<file path="src/rtl/pll_lock_pkg.sv">
package pll_lock_pkg;

   // Result of judging one captured window against the two tolerances.
   typedef struct packed {
      logic in_acq;   // inside the narrow (acquire) tolerance
      logic in_hold;  // inside the wide (loss) tolerance
   } tol_res_t;

endpackage

</file>
<file path="src/rtl/lock_win_counter.sv">
module lock_win_counter #(
   parameter int CNT_W = 12
) (
   input  logic             clk,
   input  logic             rst_n,
   input  logic             win_tick,
   input  logic             fb_edge,
   output logic [CNT_W-1:0] cap_count,
   output logic             cap_vld
);
   localparam logic [CNT_W-1:0] CMAX = {CNT_W{1'b1}};

   logic [CNT_W-1:0] run_cnt;
   logic [CNT_W-1:0] run_nxt;
   logic             armed;

   // Saturating increment; the edge in the tick cycle belongs to the closing window.
   always_comb begin
      run_nxt = run_cnt;
      if (fb_edge && (run_cnt != CMAX)) run_nxt = run_cnt + 1'b1;
   end

   always_ff @(posedge clk or negedge rst_n) begin
      if (!rst_n) begin
         run_cnt   <= '0;
         cap_count <= '0;
         cap_vld   <= 1'b0;
         armed     <= 1'b0;
      end else begin
         cap_vld <= 1'b0;
         if (win_tick) begin
            cap_count <= run_nxt;
            cap_vld   <= armed;
            armed     <= 1'b1;
            run_cnt   <= '0;
         end else begin
            run_cnt <= run_nxt;
         end
      end
   end

   // a full counter never wraps on a further edge
   a_r1_count_saturates: assert property (@(posedge clk) disable iff (!rst_n)
      (run_cnt == CMAX && fb_edge && !win_tick) |=> (run_cnt == CMAX));

   // a window is judged only after the counter was armed by an earlier tick
   a_r2_first_tick_unjudged: assert property (@(posedge clk) disable iff (!rst_n)
      cap_vld |-> $past(armed));

endmodule

</file>
<file path="src/rtl/lock_tol_cmp.sv">
module lock_tol_cmp
   import pll_lock_pkg::*;
#(
   parameter int CNT_W      = 12,
   parameter int ACQ_SHIFT  = 7,
   parameter int LOSS_SHIFT = 6
) (
   input  logic [CNT_W-1:0] cap_count,
   input  logic [CNT_W-1:0] exp_count,
   output tol_res_t         res
);
   logic [CNT_W-1:0] abs_diff;
   logic [CNT_W-1:0] acq_tol;
   logic [CNT_W-1:0] loss_tol;

   always_comb begin
      abs_diff = (cap_count >= exp_count) ? (cap_count - exp_count)
                                          : (exp_count - cap_count);
      acq_tol     = exp_count >> ACQ_SHIFT;
      loss_tol    = exp_count >> LOSS_SHIFT;
      res.in_acq  = (abs_diff <= acq_tol);
      res.in_hold = (abs_diff <= loss_tol);
   end

   // the narrow band is always contained in the wide band
   always_comb begin
      a_r4_bands_nested: assert (!res.in_acq || res.in_hold);
   end

endmodule

</file>
<file path="src/rtl/lock_hyst_fsm.sv">
module lock_hyst_fsm
   import pll_lock_pkg::*;
#(
   parameter int ACQ_WINS = 2
) (
   input  logic     clk,
   input  logic     rst_n,
   input  logic     eval_vld,
   input  tol_res_t res,
   input  logic     ext_clk_mode,
   output logic     locked,
   output logic     por_release
);
   localparam int SW = (ACQ_WINS > 1) ? $clog2(ACQ_WINS) : 1;

   logic acq_done;
   logic por_q;

   generate
      if (ACQ_WINS == 1) begin : g_single
         assign acq_done = res.in_acq;
      end else begin : g_streak
         logic [SW-1:0] streak;
         localparam logic [SW-1:0] LAST = SW'(ACQ_WINS - 1);

         assign acq_done = res.in_acq && (streak == LAST);

         always_ff @(posedge clk or negedge rst_n) begin
            if (!rst_n) begin
               streak <= '0;
            end else if (ext_clk_mode) begin
               streak <= '0;
            end else if (eval_vld) begin
               if (locked || !res.in_acq || streak == LAST) streak <= '0;
               else                                         streak <= streak + 1'b1;
            end
         end
      end
   endgenerate

   always_ff @(posedge clk or negedge rst_n) begin
      if (!rst_n) begin
         locked <= 1'b0;
         por_q  <= 1'b0;
      end else begin
         if (locked) por_q <= 1'b1;
         if (ext_clk_mode)                   locked <= 1'b0;
         else if (eval_vld && locked)        locked <= res.in_hold;
         else if (eval_vld && acq_done)      locked <= 1'b1;
      end
   end

   assign por_release = por_q | locked | ext_clk_mode;

   // external clock mode keeps the flag low
   a_r5_ext_no_lock: assert property (@(posedge clk) disable iff (!rst_n)
      ext_clk_mode |=> !locked);

   // lock is only gained as the result of a judged window inside the narrow band
   a_r3_gain_on_eval: assert property (@(posedge clk) disable iff (!rst_n)
      $rose(locked) |-> $past(eval_vld && res.in_acq));

   // outside external mode, lock is only lost on a judged window outside the wide band
   a_r4_loss_on_eval: assert property (@(posedge clk) disable iff (!rst_n)
      ($fell(locked) && !$past(ext_clk_mode)) |-> $past(eval_vld && !res.in_hold));

   // once granted, the reset qualifier holds
   a_r6_por_sticky: assert property (@(posedge clk) disable iff (!rst_n)
      por_release && !ext_clk_mode |=> (por_release || ext_clk_mode) && por_q);

endmodule

</file>
<file path="src/rtl/pll_lock_detect.sv">
module pll_lock_detect
   import pll_lock_pkg::*;
#(
   parameter int CNT_W      = 12,
   parameter int ACQ_SHIFT  = 7,
   parameter int LOSS_SHIFT = 6,
   parameter int ACQ_WINS   = 2
) (
   input  logic             clk,
   input  logic             rst_n,
   input  logic             win_tick,
   input  logic             fb_edge,
   input  logic [CNT_W-1:0] exp_count,
   input  logic             ext_clk_mode,
   output logic             locked,
   output logic             por_release
);
   // Elaboration-time parameter checks
   generate
      if (CNT_W < 2) begin : g_bad_width
         $error("CNT_W must be at least 2");
      end
      if (LOSS_SHIFT >= ACQ_SHIFT) begin : g_bad_band
         $error("loss tolerance must be wider than acquire tolerance");
      end
      if (ACQ_SHIFT >= CNT_W) begin : g_bad_shift
         $error("ACQ_SHIFT must be below CNT_W");
      end
      if (ACQ_WINS < 1) begin : g_bad_wins
         $error("ACQ_WINS must be at least 1");
      end
   endgenerate

   logic [CNT_W-1:0] cap_count;
   logic             cap_vld;
   tol_res_t         res;

   lock_win_counter #(.CNT_W(CNT_W)) u_cnt (
      .clk       (clk),
      .rst_n     (rst_n),
      .win_tick  (win_tick),
      .fb_edge   (fb_edge),
      .cap_count (cap_count),
      .cap_vld   (cap_vld)
   );

   lock_tol_cmp #(
      .CNT_W      (CNT_W),
      .ACQ_SHIFT  (ACQ_SHIFT),
      .LOSS_SHIFT (LOSS_SHIFT)
   ) u_cmp (
      .cap_count (cap_count),
      .exp_count (exp_count),
      .res       (res)
   );

   lock_hyst_fsm #(.ACQ_WINS(ACQ_WINS)) u_fsm (
      .clk          (clk),
      .rst_n        (rst_n),
      .eval_vld     (cap_vld),
      .res          (res),
      .ext_clk_mode (ext_clk_mode),
      .locked       (locked),
      .por_release  (por_release)
   );

   // the flag never moves in the cycle after a tick
   a_r7_no_change_after_tick: assert property (@(posedge clk) disable iff (!rst_n)
      $past(win_tick) |-> $stable(locked));

endmodule

</file>
<file path="config.mk">
export PLATFORM = sky130hd
export DESIGN_NAME = pll_lock_detect
export DESIGN_NICKNAME = d
export VERILOG_FILES = /design/src/rtl/pll_lock_pkg.sv /design/src/rtl/lock_win_counter.sv /design/src/rtl/lock_tol_cmp.sv /design/src/rtl/lock_hyst_fsm.sv /design/src/rtl/pll_lock_detect.sv
export SDC_FILE = /design/constraint.sdc
export NUM_CORES = 1
export LEC_CHECK = 0
export BUFFER_PORTS_ARGS = -buffer_cell sky130_fd_sc_hd__buf_2
export CAP_MARGIN = 20
export CELL_PAD_IN_SITES_DETAIL_PLACEMENT = 1
export CELL_PAD_IN_SITES_GLOBAL_PLACEMENT = 1
export CORE_MARGIN = 2
export CORE_UTILIZATION = 42
export DETAILED_ROUTE_END_ITERATION = 8
export GPL_TIMING_DRIVEN = 0
export PLACE_DENSITY_LB_ADDON = 0.15
export SKIP_CTS_REPAIR_TIMING = 1
export SLEW_MARGIN = 20
export SYNTH_ARGS = -nofsm -noshare
export SYNTH_HDL_FRONTEND = slang
export SYNTH_SLANG_ARGS = --single-unit
export TNS_END_PERCENT = 10
</file>
<file path="constraint.sdc">
create_clock -name clk -period 3.8 [get_ports clk]
set_input_delay 0.57 -clock clk [delete_from_list [all_inputs] [get_ports clk]]
set_output_delay 0.57 -clock clk [all_outputs]
set_load 0.05 [all_outputs]
</file>
== Word-level counts from Yosys, hierarchy flattened ==
Index checks and enable logic that the tools add are counted.
W data, S select, Z words.

* Order comparisons: 3
* Eq/ne operators: 1
* Muxes and demuxes: 10
* Reductions and logical operators: 9
* Add/sub/neg operators: 4
* Bitwise operators: 2

{| class="wikitable"
|+ Operators with widths
! kind !! number
|-
| $mux W12 || 3
|-
| $sub A12 B12 Y12 || 2
|-
| $add A12 B1 Y12 const B || 1
|-
| $ge A12 B12 Y1 || 1
|-
| $le A12 B5 Y1 || 1
|-
| $le A12 B6 Y1 || 1
|-
| $ne A12 B12 Y1 const B || 1
|-
| $mux W1 || 7
|-
| $logic_and A1 B1 Y1 || 4
|-
| $reduce_bool A3 Y1 || 1
|-
| $logic_or A1 B1 Y1 || 2
|-
| $or A1 B1 Y1 || 2
|-
| $reduce_bool A2 Y1 || 1
|-
| $add A1 B1 Y1 const B || 1
|-
| $logic_not A1 Y1 || 1
|}

* Input port bits: 17
* Output and inout bits: 2
* Logic and storage cells: 36
* Bits in registers: 29

== Depth between registers and ports, before layout ==
Gate-level depths: netlist of run 1.

* Depth after elaboration: 9
* Gate-level depth with buffers: 19
* Mapped depth without buffers: 19

== Hierarchy ==
A second synthesis of run 1 with hierarchy kept.

* Cells, all modules: 347
* Area total of the unflattened synthesis: 2934.1 µm²

{| class="wikitable"
|+ Modules (own cells, without submodules)
! module !! cells an instance !! area an instance (µm²) !! sequential area each (µm²) !! times used
|-
| lock_tol_cmp || 222 || 1646.6 || 0.0 || 1
|-
| lock_win_counter || 114 || 1158.6 || 650.6 || 1
|-
| lock_hyst_fsm || 11 || 128.9 || 75.1 || 1
|}

== Worst setup path after synthesis of run 1 ==
OpenSTA, ideal clock, no wires.

* Path type: in2reg
* Start: input port exp_count[9]
* End: register u_fsm.g_streak.streak
* Arrival time: 3670 ps
* Path buffers: 1
* Slack: 66 ps
* Stages: 18
* Required time: 3736 ps
* Path through: inv_1 ha_1 buf_2 nand3_4 or3_4 o22ai_2 nor2_2 mux2_2 ha_1 nor2b_1 o21a_1 o21ai_0 nand2b_1 a21oi_1 a31oi_1 nor4b_1 nor4b_1 a21o_1

* Longest elaborated chain between the ends: 9

{| class="wikitable"
|+ RTL lines
! what !! line !! text
|-
| start, declared || pll_lock_detect.sv:13 || <nowiki>input logic [CNT_W-1:0] exp_count,</nowiki>
|-
| $sub A12 B12 Y12, or another cell as far along || lock_tol_cmp.sv:18 || <nowiki>: (exp_count - cap_count);</nowiki>
|-
| $mux W12 || lock_tol_cmp.sv:17 || <nowiki>abs_diff = (cap_count >= exp_count) ? (cap_count - exp_count)</nowiki>
|-
| $le A12 B5 Y1 (*) || lock_tol_cmp.sv:21 || <nowiki>res.in_acq = (abs_diff <= acq_tol);</nowiki>
|-
| $logic_not A1 Y1 (*) || lock_hyst_fsm.sv:34 || <nowiki>if (locked || !res.in_acq || streak == LAST) streak <= '0;</nowiki>
|-
| $logic_or A1 B1 Y1 (*) (2 in a row) || lock_hyst_fsm.sv:34 ||
|-
| $mux W1 (*) || lock_hyst_fsm.sv:34 ||
|-
| $mux W1 (*) || lock_hyst_fsm.sv:33 || <nowiki>end else if (eval_vld) begin</nowiki>
|-
| $mux W1 (*) || lock_hyst_fsm.sv:31 || <nowiki>end else if (ext_clk_mode) begin</nowiki>
|-
| end signal, assigned || lock_hyst_fsm.sv:35 || <nowiki>else streak <= streak + 1'b1;</nowiki>
|-
| end, declared || lock_hyst_fsm.sv:23 || <nowiki>logic [SW-1:0] streak;</nowiki>
|}

Every way passes the cells marked *; elsewhere a longest branch is shown, timed or not. The select of a mux whose other input is x is not followed.
A chain may end at the register's enable or synchronous reset.

== Worst setup path after layout of run 1 ==
* Start: register u_cnt.cap_count[4]
* End: register u_fsm.g_streak.streak

* Longest elaborated chain between the ends: 9

{| class="wikitable"
|+ RTL lines
! what !! line !! text
|-
| start, declared || lock_win_counter.sv:8 || <nowiki>output logic [CNT_W-1:0] cap_count,</nowiki>
|-
| start signal, assigned || lock_win_counter.sv:32 || <nowiki>cap_count <= run_nxt;</nowiki>
|-
| $sub A12 B12 Y12, or another cell as far along || lock_tol_cmp.sv:18 ||
|-
| $mux W12 (*) || lock_tol_cmp.sv:17 ||
|-
| $le A12 B5 Y1 (*) || lock_tol_cmp.sv:21 ||
|-
| $logic_not A1 Y1 (*) || lock_hyst_fsm.sv:34 ||
|-
| $logic_or A1 B1 Y1 (*) (2 in a row) || lock_hyst_fsm.sv:34 ||
|-
| $mux W1 (*) || lock_hyst_fsm.sv:34 ||
|-
| $mux W1 (*) || lock_hyst_fsm.sv:33 ||
|-
| $mux W1 (*) || lock_hyst_fsm.sv:31 ||
|}

Marked as above.

==> results.yml, run 1 <==
global_routing:
  grt_antenna_before_repair: 0
  grt_pass1_vias: 2376
  gr-total-overflow: 0
  grtUsageTotal: 0.202
  grt_pass1_wl_um: 11400
  grt_start_max_net_pins: 30
power:
  p_comb_frac: 0.466
  vdd_drop_max_mv: 0.325
  powerDensity_nw_per_um2: 334
  switchingPower_mw: 0.404
  p_sw_frac: 0.370
  pwr-share-seq: 0.312
  power.internal_mw: 0.687
  leakage_nw: 1.50
  total_power_mw: 1.09
  pwr-share-clk: 0.223
floorplan:
  initial_core_util: 0.429
  core-area_um2: 6240
  fp.dieH_um: 83.9
  die_area_um2: 7030
  fp-row-count: 29
  die_w_um: 83.9
  io_pins: 19
clock_network:
  clock_latency_ns: 0.28
  tritoncts: "built"
  cts.sinks: 29
  numCtsBuffers: 5
  path_clk_slew_ns: 0.06
  cts_max_path_buffers: 2
  cts-root-buf: "clkbuf_8"
  htree_levels: 2
cells_and_area:
  nets: 406
  finalNonFillerCells: 430
  layout_commonest_cell: "nor2_1"
  seq_area_um2: 728
  final.fill_count: 759
  final_cell_mix: "nor2_1 (36), a21oi_1 (32), inv_1 (27), dfrtp_1 (27), ha_1 (26)"
  syn2layout_area_growth_pct: 22.1
  multi_input_area_um2: 1930
  layout-drive-gt1-share: 0.258
  diodes: 0
sta:
  timing.final.crit_share: 0.972
  hold_viol: 0
  slew_headroom: 0.540
  tns_ns: 0
  worst_pin_slew_ns: 0.691
  maxSlewViolCount: 0
  fmax_mhz: 271
  skew_ns: 0.00606
  fin_crit_ns: 3.70
  worst_slack_ns: 0.105
  rsz0062_at_grt: "true"
  setup_viol: 0
worst_setup_path:
  slowest_delay_ns: 0.44
  worstSetupPathType: "flip-flop to flip-flop"
  critPathArrivalTime_ns: 3.92
  critical_path_required_ns: 4.02
  cp_slowest_cell: "dfrtp_2"
  cp_max_fo: 7
  worstPathCellList: "ha_4 -> buf_8 -> nand3_2 -> or3_4 -> o22ai_4 -> nor2_4 -> mux2_4 -> ha_4 -> nor2b_1 -> o21a_1 -> o21ai_1 -> nand2b_1 -> a21oi_2 -> a31oi_1 -> nor4b_2 -> nor4b_2 -> a21o_1"
  start_kind: "flip-flop"
  end_kind: "flip-flop"
yosys:
  netlist_area_um2: 2680
  avgSynthCellArea_um2: 8.64
  yosysWarningCount: 0
  synth_edf_count: 0
  netlist_instances: 310
  synth_cell_types: 54
  ys_ff_latch: 29
  synth_async_sr_flop_share: 1.00
  ys_seq_area_frac: 0.271
  synth_nets: 364
  synth_ff_type: "dfrtp_1"
min_path:
  hp-class: "primary input to asynchronous set/reset pin"
run:
  max_cap_viol_count: 0
route:
  postRouteWirelength_um: 7170
  drc: 0
  drtIter0Drc: 54
  wl_per_cell_um: 16.7
  drt-pass1-iter-count: 4
  ant_nets: 0
  num_vias: 2348
  viasPerCell: 5.46
run_status:
  run_status: "complete, no violations"
placed_design:
  dp_hpwl_um: 5530
  port_buffers: 17
  place.gp.congestion: 0.810
  post-place-cells: 404
  pre_cts_ws_ns: -0.528
[flip-flops by register name (all words and copies together) (netlist names)]
| name | flops |
|---|---|
| u_cnt.armed | 1 |
| u_cnt.cap_vld | 1 |
| u_fsm.por_q | 1 |
| u_cnt.cap_count | 12 |
| u_cnt.run_cnt | 12 |
| u_fsm.g_streak.streak | 1 |
| u_fsm.locked | 1 |
[critical path, delay by kind of cell, from the launching register on]
family	cells	cell delay [ns]
AOI/OAI and AO/OA	6	0.89
adders and majority gates	2	0.50
buffers and inverters	1	0.10
DFF	1	0.44
muxes	1	0.34
and+or+nand+nor	7	1.36
[path summary, 6_finish.rpt]
| check | startpoint | cells past startpoint | to | slack [ns] |
|---|---|---|---|---|
| min | rst_n | 1 | u_cnt.armed | 0.30 |
| max | u_cnt.cap_count[4] | 17 | u_fsm.g_streak.streak | 0.10 |
| min reg2reg | u_fsm.por_q | 1 | u_fsm.por_q | 0.46 |
| min in group clk | u_fsm.por_q | 1 | u_fsm.por_q | 0.46 |
| max reg2reg | u_cnt.cap_count[4] | 17 | u_fsm.g_streak.streak | 0.10 |
| max in group asynchronous | rst_n | 1 | u_cnt.cap_count[4] | 3.04 |
[layer usage]
layer | track usage | wire, um
met1 | 0.261 | 3200
met2 | 0.361 | 3750
met3 | 0.0168 | 86
met4 | 0.0572 | 129
met5 | 0 | 0
[cells by family after synthesis]
| group | Yosys count | synth area share |
|---|---|---|
| fa+ha+maj | 37 | 0.178 |
| compound gates | 85 | 0.218 |
| xor+xnor | 18 | 0.0589 |
| buf+inv | 43 | 0.0682 |
| flops | 29 | 0.271 |
| mux | 8 | 0.0313 |
| simple gates | 90 | 0.175 |
[power groups by stage]
stage | clock network (mW) | registers (mW) | logic (mW)
after floorplan | 0 | 0.337 | 0.313
after global placement | 0 | 0.342 | 0.410
after detailed placement | 0 | 0.343 | 0.421
after CTS | 0.253 | 0.337 | 0.423
after global routing | 0.265 | 0.341 | 0.565
final | 0.243 | 0.340 | 0.508
[cell usage after synthesis (all sizes together), types with 2 or more instances]
cell type / instances / area share
clkbuf: 5 / 0.0070
nor4b: 2 / 0.0065
nand4: 2 / 0.0047
a221oi: 4 / 0.015
fa: 2 / 0.015
nor2: 37 / 0.053
nand2b: 3 / 0.0070
xor2: 5 / 0.016
dfrtp: 29 / 0.27
or2: 3 / 0.0070
a21o: 9 / 0.025
ha: 35 / 0.16
inv: 32 / 0.045
a21oi: 34 / 0.065
and4: 2 / 0.0065
o21ai: 12 / 0.022
nand3: 8 / 0.021
mux2i: 5 / 0.019
nand2: 15 / 0.024
a22oi: 5 / 0.014
nor3: 4 / 0.0075
or3: 5 / 0.014
xnor2: 13 / 0.043
mux2: 3 / 0.013
and3: 4 / 0.012
a31oi: 3 / 0.0070
o21a: 5 / 0.017
buf: 6 / 0.016
a211oi: 3 / 0.0084
nor2b: 3 / 0.0070
a2111o: 2 / 0.0084
[metrics by stage]
step / cell area, um2 / utilization / hold slack (ns)
after CTS: 2950 / 0.472 / 0.331
after detailed placement: 2860 / 0.458 / 0.445
after global routing: 3270 / 0.524 / 0.376
final: 3270 / 0.524 / 0.305
after global placement: 2860 / 0.458 / 0.439
after floorplan: 2680 / - / 0.274
[area by class of cell]
| type | count | share of cell area |
|---|---|---|
| buffer | 10 | 0.0245 |
| clock buffer | 5 | 0.0210 |
| clock inverter | 3 | 0.00535 |
| inverter | 32 | 0.0367 |
| multi-input combinational | 238 | 0.589 |
| sequential | 29 | 0.223 |
| tap | 77 | 0.0294 |
| timing repair buffer | 36 | 0.0711 |
(Power assumes the default switching activity.)
==> run 2: changes to the inputs <==
- RECOVER_POWER: default -> 50
==> results.yml, run 2 (same netlist as run 1, synthesis figures left out) <==
run_status:
  run_status: "finished with violations"
  violations: "capacitance limit, slew limit"
route:
  drt-pass1-iter-count: 4
  postRouteWirelength_um: 7170
  drc: 0
  ant_nets: 0
  num_vias: 2348
  wl_per_cell_um: 16.7
  viasPerCell: 5.46
  drtIter0Drc: 54
worst_setup_path:
  cp_max_fo: 7
  path_buf_inv: 1
  critical_path_required_ns: 4.02
  crit_family: "simple AND/OR/NAND/NOR gates"
  worstPathCellList: "ha_4 -> buf_8 -> nand3_2 -> or3_4 -> o22ai_4 -> nor2_4 -> mux2_4 -> ha_4 -> nor2b_1 -> o21a_1 -> o21ai_1 -> nand2b_1 -> a21oi_2 -> a31oi_1 -> nor4b_2 -> nor4b_2 -> a21o_1"
  end_kind: "flip-flop"
  critPathArrivalTime_ns: 3.92
  cp_slowest_cell: "dfrtp_2"
  cp-startpoint: "u_cnt.cap_count[4]"
  worstSetupPathType: "flip-flop to flip-flop"
  slowest_delay_ns: 0.44
  start_kind: "flip-flop"
  r2r_start: "u_cnt.cap_count[4]"
cells_and_area:
  nets: 406
  final_cell_area_um2: 3270
  final_cell_mix: "nor2_1 (36), a21oi_1 (32), inv_1 (27), dfrtp_1 (27), ha_1 (26)"
  post-route-util: 0.524
  syn2layout_area_growth_pct: 22.1
  layout-drive-gt1-share: 0.255
  reg.largest.list: "u_cnt.cap_count (12), u_cnt.run_cnt (12)"
  layout_commonest_cell: "nor2_1"
  diodes: 0
floorplan:
  die_w_um: 83.9
  io_pins: 19
  core-area_um2: 6240
  fp.dieH_um: 83.9
  fp-row-count: 29
  die_area_um2: 7030
  initial_core_util: 0.429
placed_design:
  dp_hpwl_um: 5530
  place.gp.congestion: 0.810
  placed_area_um2: 2860
  port_buffers: 17
sta:
  maxSlewViolCount: 30
  fin_crit_ns: 3.70
  hold_viol: 0
  setup_viol: 0
  slew_headroom: -0.0166
  tns_ns: 0
  worst_pin_slew_ns: 1.52
  timing.final.crit_share: 0.972
  skew_ns: 0.00606
  fmax_mhz: 271
  rsz0062_at_grt: "true"
clock_network:
  cts_max_path_buffers: 2
  cts-root-buf: "clkbuf_8"
  cts.sinks: 29
  clock_latency_ns: 0.28
  htree_levels: 2
  tritoncts: "built"
  path_clk_slew_ns: 0.06
  numCtsBuffers: 5
power:
  total_power_mw: 1.09
  powerDensity_nw_per_um2: 334
  leakage_nw: 1.50
  vdd_drop_max_mv: 0.325
global_routing:
  grt_pass1_wl_um: 11400
  grt_pass1_vias: 2376
  gr-total-overflow: 0
  grt_antenna_before_repair: 0
  grtUsageTotal: 0.202
  grt_start_max_net_pins: 30
min_path:
  min-delay-start: "u_fsm.por_q"
  hp-class: "flip-flop to flip-flop"
run:
  max_cap_viol_count: 1
-- run 2: cell types whose count changed in the layout (fill, tap and decap cells not counted) --
cell / before / now
and2_0: 0 / 1
and2_1: 1 / 0
buf_2: 16 / 15
clkbuf_1: 4 / 5
-- run 2: power breakdown --
part	switching (mW)	internal [mW]	total (mW)
Combinational	0.269	0.238	0.508
Clock	0.117	0.126	0.243
Sequential	0.0175	0.323	0.340
-- run 2: stage by stage --
| step | hold slack [ns] | std cells | setup slack (ns) |
|---|---|---|---|
| after floorplan | 0.274 | 310 | 0.0658 |
| after global placement | 0.439 | 404 | -0.418 |
| after detailed placement | 0.445 | 404 | -0.528 |
| after CTS | 0.331 | 412 | -0.307 |
| after global routing | 0.478 | 430 | -0.0167 |
| final | 0.456 | 430 | 0.105 |
-- run 2: routing by layer --
layer	wire, um	global-route usage
met2	3750	0.361
met1	3210	0.261
met4	129	0.0572
met3	82	0.0168
met5	0	0
-- run 2: layout make-up --
cell class,instances,area (um2)
multi-input cells,238,1930
clock buffers,5,68.8
inverters,32,120
well taps,77,96.3
clock inverters,3,17.5
plain buffers,10,80.1
flip-flops and latches,29,728
repair buffers,36,231
fillers,760,2970
-- run 2: path summary, 6_finish.rpt --
| check | slack (ns) | cells past startpoint | to |
|---|---|---|---|
| min reg2reg | 0.46 | 1 | u_fsm.por_q |
| min | 0.46 | 1 | u_fsm.por_q |
| max | 0.10 | 17 | u_fsm.g_streak.streak |
| min in group asynchronous | 0.65 | 1 | u_cnt.armed |
| max reg2reg | 0.10 | 17 | u_fsm.g_streak.streak |
| max in group asynchronous | 2.15 | 1 | u_cnt.cap_count[4] |
